## config.mk

```make
export PLATFORM = sky130hd
export DESIGN_NAME = conn_mem_port
export DESIGN_NICKNAME = d
export VERILOG_FILES = /design/src/rtl/conn_mem_port.sv
export SDC_FILE = /design/constraint.sdc
export NUM_CORES = 1
export LEC_CHECK = 0
export BUFFER_PORTS_ARGS = -buffer_cell sky130_fd_sc_hd__buf_2
export CAP_MARGIN = 20
export CORE_MARGIN = 1.5
export CORE_UTILIZATION = 50
export DETAILED_ROUTE_END_ITERATION = 12
export MAX_ROUTING_LAYER = met4
export PLACE_DENSITY = 0.72
export REMOVE_ABC_BUFFERS = 1
export SLEW_MARGIN = 15
export SYNTH_ARGS = -nofsm -noshare
export SYNTH_HDL_FRONTEND = slang
export SYNTH_SLANG_ARGS = --single-unit
```

## constraint.sdc

```tcl
create_clock -name clk -period 5.35 [get_ports clk]
set_input_delay 0.535 -clock clk [delete_from_list [all_inputs] [get_ports clk]]
set_output_delay 0.535 -clock clk [all_outputs]
set_load 0.02 [all_outputs]
```

## src/rtl/conn_mem_port.sv

```systemverilog
module conn_mem_port #(
  parameter int AW        = 11,
  parameter int DW        = 12,
  parameter int ARB_CYCLE = 8
) (
  input  logic          clk,
  input  logic          rst_n,
  input  logic          bus_wr,
  input  logic          bus_rd,
  input  logic [3:0]    bus_addr,
  input  logic [7:0]    bus_wdata,
  output logic [7:0]    bus_rdata,
  input  logic          ev_frame_done,
  input  logic          ev_proc_done,
  output logic          int_n,
  input  logic [AW-1:0] eng_addr,
  output logic          host_slot,
  output logic [AW-1:0] mem_addr,
  output logic          mem_we,
  output logic          mem_re,
  output logic [DW-1:0] mem_wdata,
  input  logic [DW-1:0] mem_rdata
);
  localparam int AHW = AW - 8;
  localparam int DHW = DW - 8;
  localparam int CW  = $clog2(ARB_CYCLE);
  localparam logic [3:0] A_DLO = 4'd0, A_DHI = 4'd1, A_ALO = 4'd2, A_AHI = 4'd3,
                         A_RLO = 4'd4, A_RHI = 4'd5, A_STA = 4'd6, A_IRQ = 4'd7,
                         A_MSK = 4'd8;

  logic [7:0]     dlo, alo, rd_mux;
  logic [DHW-1:0] dhi;
  logic [AHW-1:0] ahi;
  logic           dir_rd;
  logic [DW-1:0]  rdbuf, acc_data;
  logic [AW-1:0]  acc_addr;
  logic           acc_rd, busy, issued;
  logic [CW-1:0]  slot_cnt;
  logic [1:0]     irq, mask;

  wire wsel_dlo = bus_wr && bus_addr == A_DLO;
  wire wsel_dhi = bus_wr && bus_addr == A_DHI;
  wire wsel_alo = bus_wr && bus_addr == A_ALO;
  wire wsel_msk = bus_wr && bus_addr == A_MSK;
  wire launch   = bus_wr && bus_addr == A_AHI && !busy;
  wire irq_rd   = bus_rd && bus_addr == A_IRQ;
  wire issue    = busy && !issued && host_slot;

  assign host_slot = slot_cnt == '0;
  assign mem_we    = issue && !acc_rd;
  assign mem_re    = issue && acc_rd;
  assign mem_addr  = issue ? acc_addr : eng_addr;
  assign mem_wdata = acc_data;
  assign int_n     = ~|(irq & ~mask);

  always_ff @(posedge clk or negedge rst_n) begin
    if (!rst_n) slot_cnt <= '0;
    else if (slot_cnt == CW'(ARB_CYCLE - 1)) slot_cnt <= '0;
    else slot_cnt <= slot_cnt + 1'b1;
  end

  always_ff @(posedge clk or negedge rst_n) begin
    if (!rst_n) begin
      dlo  <= '0;
      dhi  <= '0;
      alo  <= '0;
      ahi  <= '0;
      dir_rd <= 1'b0;
      mask <= '0;
    end else begin
      if (wsel_dlo) dlo <= bus_wdata;
      if (wsel_dhi) dhi <= bus_wdata[DHW-1:0];
      if (wsel_alo) alo <= bus_wdata;
      if (wsel_msk) mask <= bus_wdata[1:0];
      if (launch) begin
        ahi    <= bus_wdata[AHW-1:0];
        dir_rd <= bus_wdata[7];
      end
    end
  end

  always_ff @(posedge clk or negedge rst_n) begin
    if (!rst_n) begin
      busy     <= 1'b0;
      issued   <= 1'b0;
      acc_rd   <= 1'b0;
      acc_addr <= '0;
      acc_data <= '0;
      rdbuf    <= '0;
    end else begin
      issued <= issue;
      if (launch) begin
        busy     <= 1'b1;
        acc_rd   <= bus_wdata[7];
        acc_addr <= {bus_wdata[AHW-1:0], alo};
        acc_data <= {dhi, dlo};
      end else if (issued) begin
        busy <= 1'b0;
        if (acc_rd) rdbuf <= mem_rdata;
      end
    end
  end

  always_ff @(posedge clk or negedge rst_n) begin
    if (!rst_n) irq <= '0;
    else irq <= (irq & ~(irq_rd ? irq : 2'b00)) | {ev_proc_done, ev_frame_done};
  end

  always_comb begin
    unique case (bus_addr)
      A_DLO:   rd_mux = dlo;
      A_DHI:   rd_mux = {{(8-DHW){1'b0}}, dhi};
      A_ALO:   rd_mux = alo;
      A_AHI:   rd_mux = {dir_rd, {(7-AHW){1'b0}}, ahi};
      A_RLO:   rd_mux = rdbuf[7:0];
      A_RHI:   rd_mux = {{(8-DHW){1'b0}}, rdbuf[DW-1:8]};
      A_STA:   rd_mux = {7'd0, busy};
      A_IRQ:   rd_mux = {6'd0, irq};
      A_MSK:   rd_mux = {6'd0, mask};
      default: rd_mux = 8'd0;
    endcase
  end

  always_ff @(posedge clk or negedge rst_n) begin
    if (!rst_n) bus_rdata <= '0;
    else if (bus_rd) bus_rdata <= rd_mux;
  end
endmodule

```

---- Word level (Yosys, flattened, before mapping) ----
Index checks and enable logic that the tools add are counted.
operators by class
  $add $sub $neg .......................... 1
  eq/ne operators ......................... 9
  mux-type cells .......................... 6
  bitwise logic cells ..................... 6
  reduce and logical (&&, ||, !) cells .... 20
operators with widths
  kind                                                 count
  case mux 8 bit (9 select lines)                      1
  equality test 4 x 3 -> 1 bit, second input constant  4
  logical AND 1 bit                                    11
  two-way mux 11 bit                                   1
  equality test 4 x 2 -> 1 bit, second input constant  2
  AND 2 bit                                            2
  equality test 4 x 1 -> 1 bit, second input constant  1
  equality test 4 bit, second input constant           1
  zero test 1 bit                                      4
  zero test 4 bit                                      1
  NOT 2 bit                                            2
  adder 3 x 1 -> 3 bit, second input constant          1
  equality test 3 bit, second input constant           1
  zero test 3 bit                                      1
  two-way mux 3 bit                                    1
  AND reduction 3 bit                                  1
  two-way mux 1 bit                                    2
  two-way mux 2 bit                                    1
  OR 2 bit                                             1
  nonzero test 2 bit                                   1
  OR reduction 2 bit                                   1
  NOT 1 bit                                            1
word-level totals
  bits in registers ....................... 76
  bits of input ports ..................... 41
  output and inout port bits .............. 35

---- Depth between registers and ports, before layout ----
  depth in word-level cells ............... 6
  gate-level depth with buffers ........... 7
  depth with buffers taken out ............ 5

---- Worst setup path after synthesis ----
OpenSTA, ideal clock, no wires.
  path type ............................... reg2out
  from .................................... reg slot_cnt[0]
  to ...................................... out mem_addr[3]
  arrival time ............................ 1.921 ns
  path slack .............................. 2.894 ns
  cell stages (with the launch flop) ...... 8
  cells stage by stage .................... dfrtp_1 -> inv_1 -> ha_1 -> nor2b_1 -> and3_1 -> clkbuf_1 -> buf_2 -> mux2_2
between the ends
  cells in the longest elaborated chain, start to end .. 3
RTL lines
  what                    RTL line  RTL
  from (decl)             38        logic [CW-1:0] slot_cnt;
  from (signal assigned)  59        else slot_cnt <= slot_cnt + 1'b1;
  zero test 3 bit         49        assign host_slot = slot_cnt == '0;
  via host_slot           17        output logic host_slot,
  logical AND 1 bit       47        wire issue = busy && !issued && host_slot;
  via issue               47
  two-way mux 11 bit      52        assign mem_addr = issue ? acc_addr : eng_addr;
  to (decl)               18        output logic [AW-1:0] mem_addr,
The timed path passes the listed nets, and every way through them passes these cells.

---- Worst setup path after layout ----
  from .................................... reg slot_cnt[0]
  to ...................................... out mem_addr[4]
between the ends
  cells in the longest elaborated chain, start to end .. 3
RTL lines
  what                RTL line
  zero test 3 bit     49
  logical AND 1 bit   47
  two-way mux 11 bit  52
No other way between the ends.

==> run summary <==
Failing checks = DRC
Pins over their slew limit = 0
Crit end category = output port
Commonest cells after routing, fill and taps aside = buf_2 (75), dfrtp_1 (73), mux2_2 (63), inv_1 (12), clkbuf_8 (11)
Routed len/inst = 17.8 µm
Final non-filler cell total = 402
Clock power frac = 0.333
Max Root-Sink Buffers = 2
CP Data Required Time = 4.82 ns
Worst Clk Skew = 0.00686 ns
Starting density of the core = 0.526
R2r worst-path depth = 4
Clock transition at path regs = 0.08 ns
Final period util = 0.521
Cell Pwr Density = 433 nW/µm²
R2R Path End = rdbuf[11]
Row Count = 29
Sw Ratio = 0.267
DR vias = 2231
Final Hold Vio Count = 0
Antenna fix cells = 0
Crit Path Max Fanout = 14
Status = finished, violations left
Dpl hpwl = 4740 µm
Design area = 4040 µm²
Sequential fraction of the synthesis area = 0.541
IO Pins = 76
Post-CTS sizing = 0
Grt total ovfl = 0
DRC = 5
Yosys warns = 0
Pint = 1.28 mW
Overall Power = 1.75 mW
CTS Buf Count = 9
Number of global-route vias before repair = 2300
Post-synth EDFFs = 0
Max-Cap Viols = 0
CTS tree = done
Commonest non-fill, non-tap cell in the layout = buf_2
H-Tree Depth = 3
Async S/R FF share, synth = 1.00
GP Congestion = 0.815
Placed cells = 386
Post-Synthesis Cell Area = 3380 µm²
Setup tns final = 0 ns
ANT nets after route = 0
# hold bufs at CTS = 0
Fmax = 359 MHz
Top FF cell, synth = dfrtp_1
Placed Area = 3770 µm²
Final WL = 7160 µm
R2R Path Start = busy
Root buffer cell = clkbuf_8
NetSw = 0.469 mW
Worst hold-check path type = in2async
TritonCTS Sinks = 73
Distinct cell type count after synthesis = 39
Cells after Synth = 246
Final #Nets = 364
Leakage = 1.97 nW
Comb power frac = 0.219
PortBufs = 75
Setup-failing EPs final = 0
First-iteration detailed-routing DRC count = 160
Minimum clock period = 2.79 ns
Worst slew pin tran = 0.930 ns
Share of layout cells above drive strength 1 = 0.523
Synthesized area per cell = 13.7 µm²
DIE WIDTH = 85.2 µm
Vias/cell = 5.55
Die Span Y = 85.2 µm
Tot GR Track Use = 0.225
Reg2Reg Setup Slack = 3.48 ns
Setup CP Type = reg2out
Core area = 6420 µm²
Pin count of the biggest net entering global routing = 74
Global-route wire length before repair = 11900 µm
VDD IR max = 0.170 mV
Arr. time, crit path = 2.25 ns
Die ar. = 7260 µm²
Post-CTS Setup Bufs = 0
Area growth syn-to-layout = 19.7%
Synthesized flop and latch total = 73
Clk_lat worst skew = 0.36 ns
Max_slew headroom = 0.380
CP startpoint kind = flip-flop
Initial antenna violation count = 0
Power share of the sequential group = 0.448
DR pass1 iterations = 9
Unrepaired setup endpoints after global routing = false
==> cells by family after synthesis <==
kind of cell,after synthesis,synth area share
adders and majority gates,3,0.0111
DFF,73,0.541
AOI/OAI and AO/OA,27,0.0548
and+or+nand+nor,36,0.0656
muxes,81,0.286
buffers and inverters,26,0.0422
==> stage by stage <==
| step | worst slack, ns | util | hold slack [ns] |
|---|---|---|---|
| 3_5_place_dp | 2.91 | 0.587 | 0.460 |
| 3_3_place_gp | 2.96 | 0.587 | 0.440 |
| 6_report | 2.56 | 0.630 | 0.361 |
| 2_1_floorplan | 2.99 | - | 0.239 |
| 5_1_grt | 2.37 | 0.630 | 0.357 |
| 4_1_cts | 2.50 | 0.630 | 0.350 |
==> worst max path at each step <==
stage	startpoint	to	slack, ns
2_1_floorplan	slot_cnt[0]	mem_addr[0]	2.99
3_3_place_gp	bus_addr[2]	rdbuf[0]	2.96
3_5_place_dp	slot_cnt[0]	mem_addr[8]	2.91
4_1_cts	slot_cnt[0]	mem_addr[8]	2.50
5_1_grt	slot_cnt[0]	mem_addr[8]	2.37
6_report	slot_cnt[0]	mem_addr[4]	2.56
==> power by group through the flow <==
stage | Combinational (mW) | Sequential (mW) | Clock [mW]
final | 0.383 | 0.785 | 0.584
after global routing | 0.417 | 0.805 | 0.620
after CTS | 0.388 | 0.785 | 0.597
after detailed placement | 0.384 | 0.795 | 0
after global placement | 0.376 | 0.789 | 0
after floorplan | 0.230 | 0.807 | 0
==> state kept, by name, indices dropped and copies added, names as in the netlist <==
| name | cells |
|---|---|
| acc_rd | 1 |
| irq | 2 |
| rdbuf | 12 |
| mem_wdata | 12 |
| busy | 1 |
| mask | 2 |
| slot_cnt | 3 |
| issued | 1 |
| dlo | 8 |
| acc_addr | 8 |
| ahi | 3 |
| bus_rdata | 8 |
| dhi | 4 |
| alo | 8 |
==> critical path, cell delays in order, from the launching register on <==
cell     delay, ns
dfrtp_1       0.40
inv_1         0.07
ha_1          0.13
nor2b_1       0.15
and3_1        0.59
mux2_2        0.40
buf_2         0.16
==> cell usage after synthesis, drive strengths merged (4+ instances only) <==
cell type | count | area, µm²
inv | 12 | 45.0
nor2b | 5 | 31.3
a22oi | 4 | 30.0
mux2i | 6 | 60.1
o22ai | 4 | 25.0
dfrtp | 73 | 1830
nor2 | 7 | 50.1
o21ai | 5 | 25.0
buf | 11 | 86.3
mux2 | 73 | 860
nand2 | 9 | 33.8
==> final cells by class <==
cell class                      count  area (µm²)
Clock inverter                      5         125
Clock buffer                       11         151
Inverter                           12        45.0
Tap cell                           77        96.3
Multi-Input combinational cell    147        1410
Fill cell                         510        2380
Sequential cell                    73        1830
Timing Repair Buffer               77         390
==> per-layer routing <==
metal  wire (µm)  GRT usage  share of wire  vias to the layer above
li1            -          -              -                     1043
met1        3260      0.312           0.45                     1096
met2        3310      0.315           0.46                       80
met3         402     0.0457          0.056                       12
met4         186      0.115          0.026                        0
met5           0          -              0                        -
Note: power is estimated with default switching activity, not from simulation.
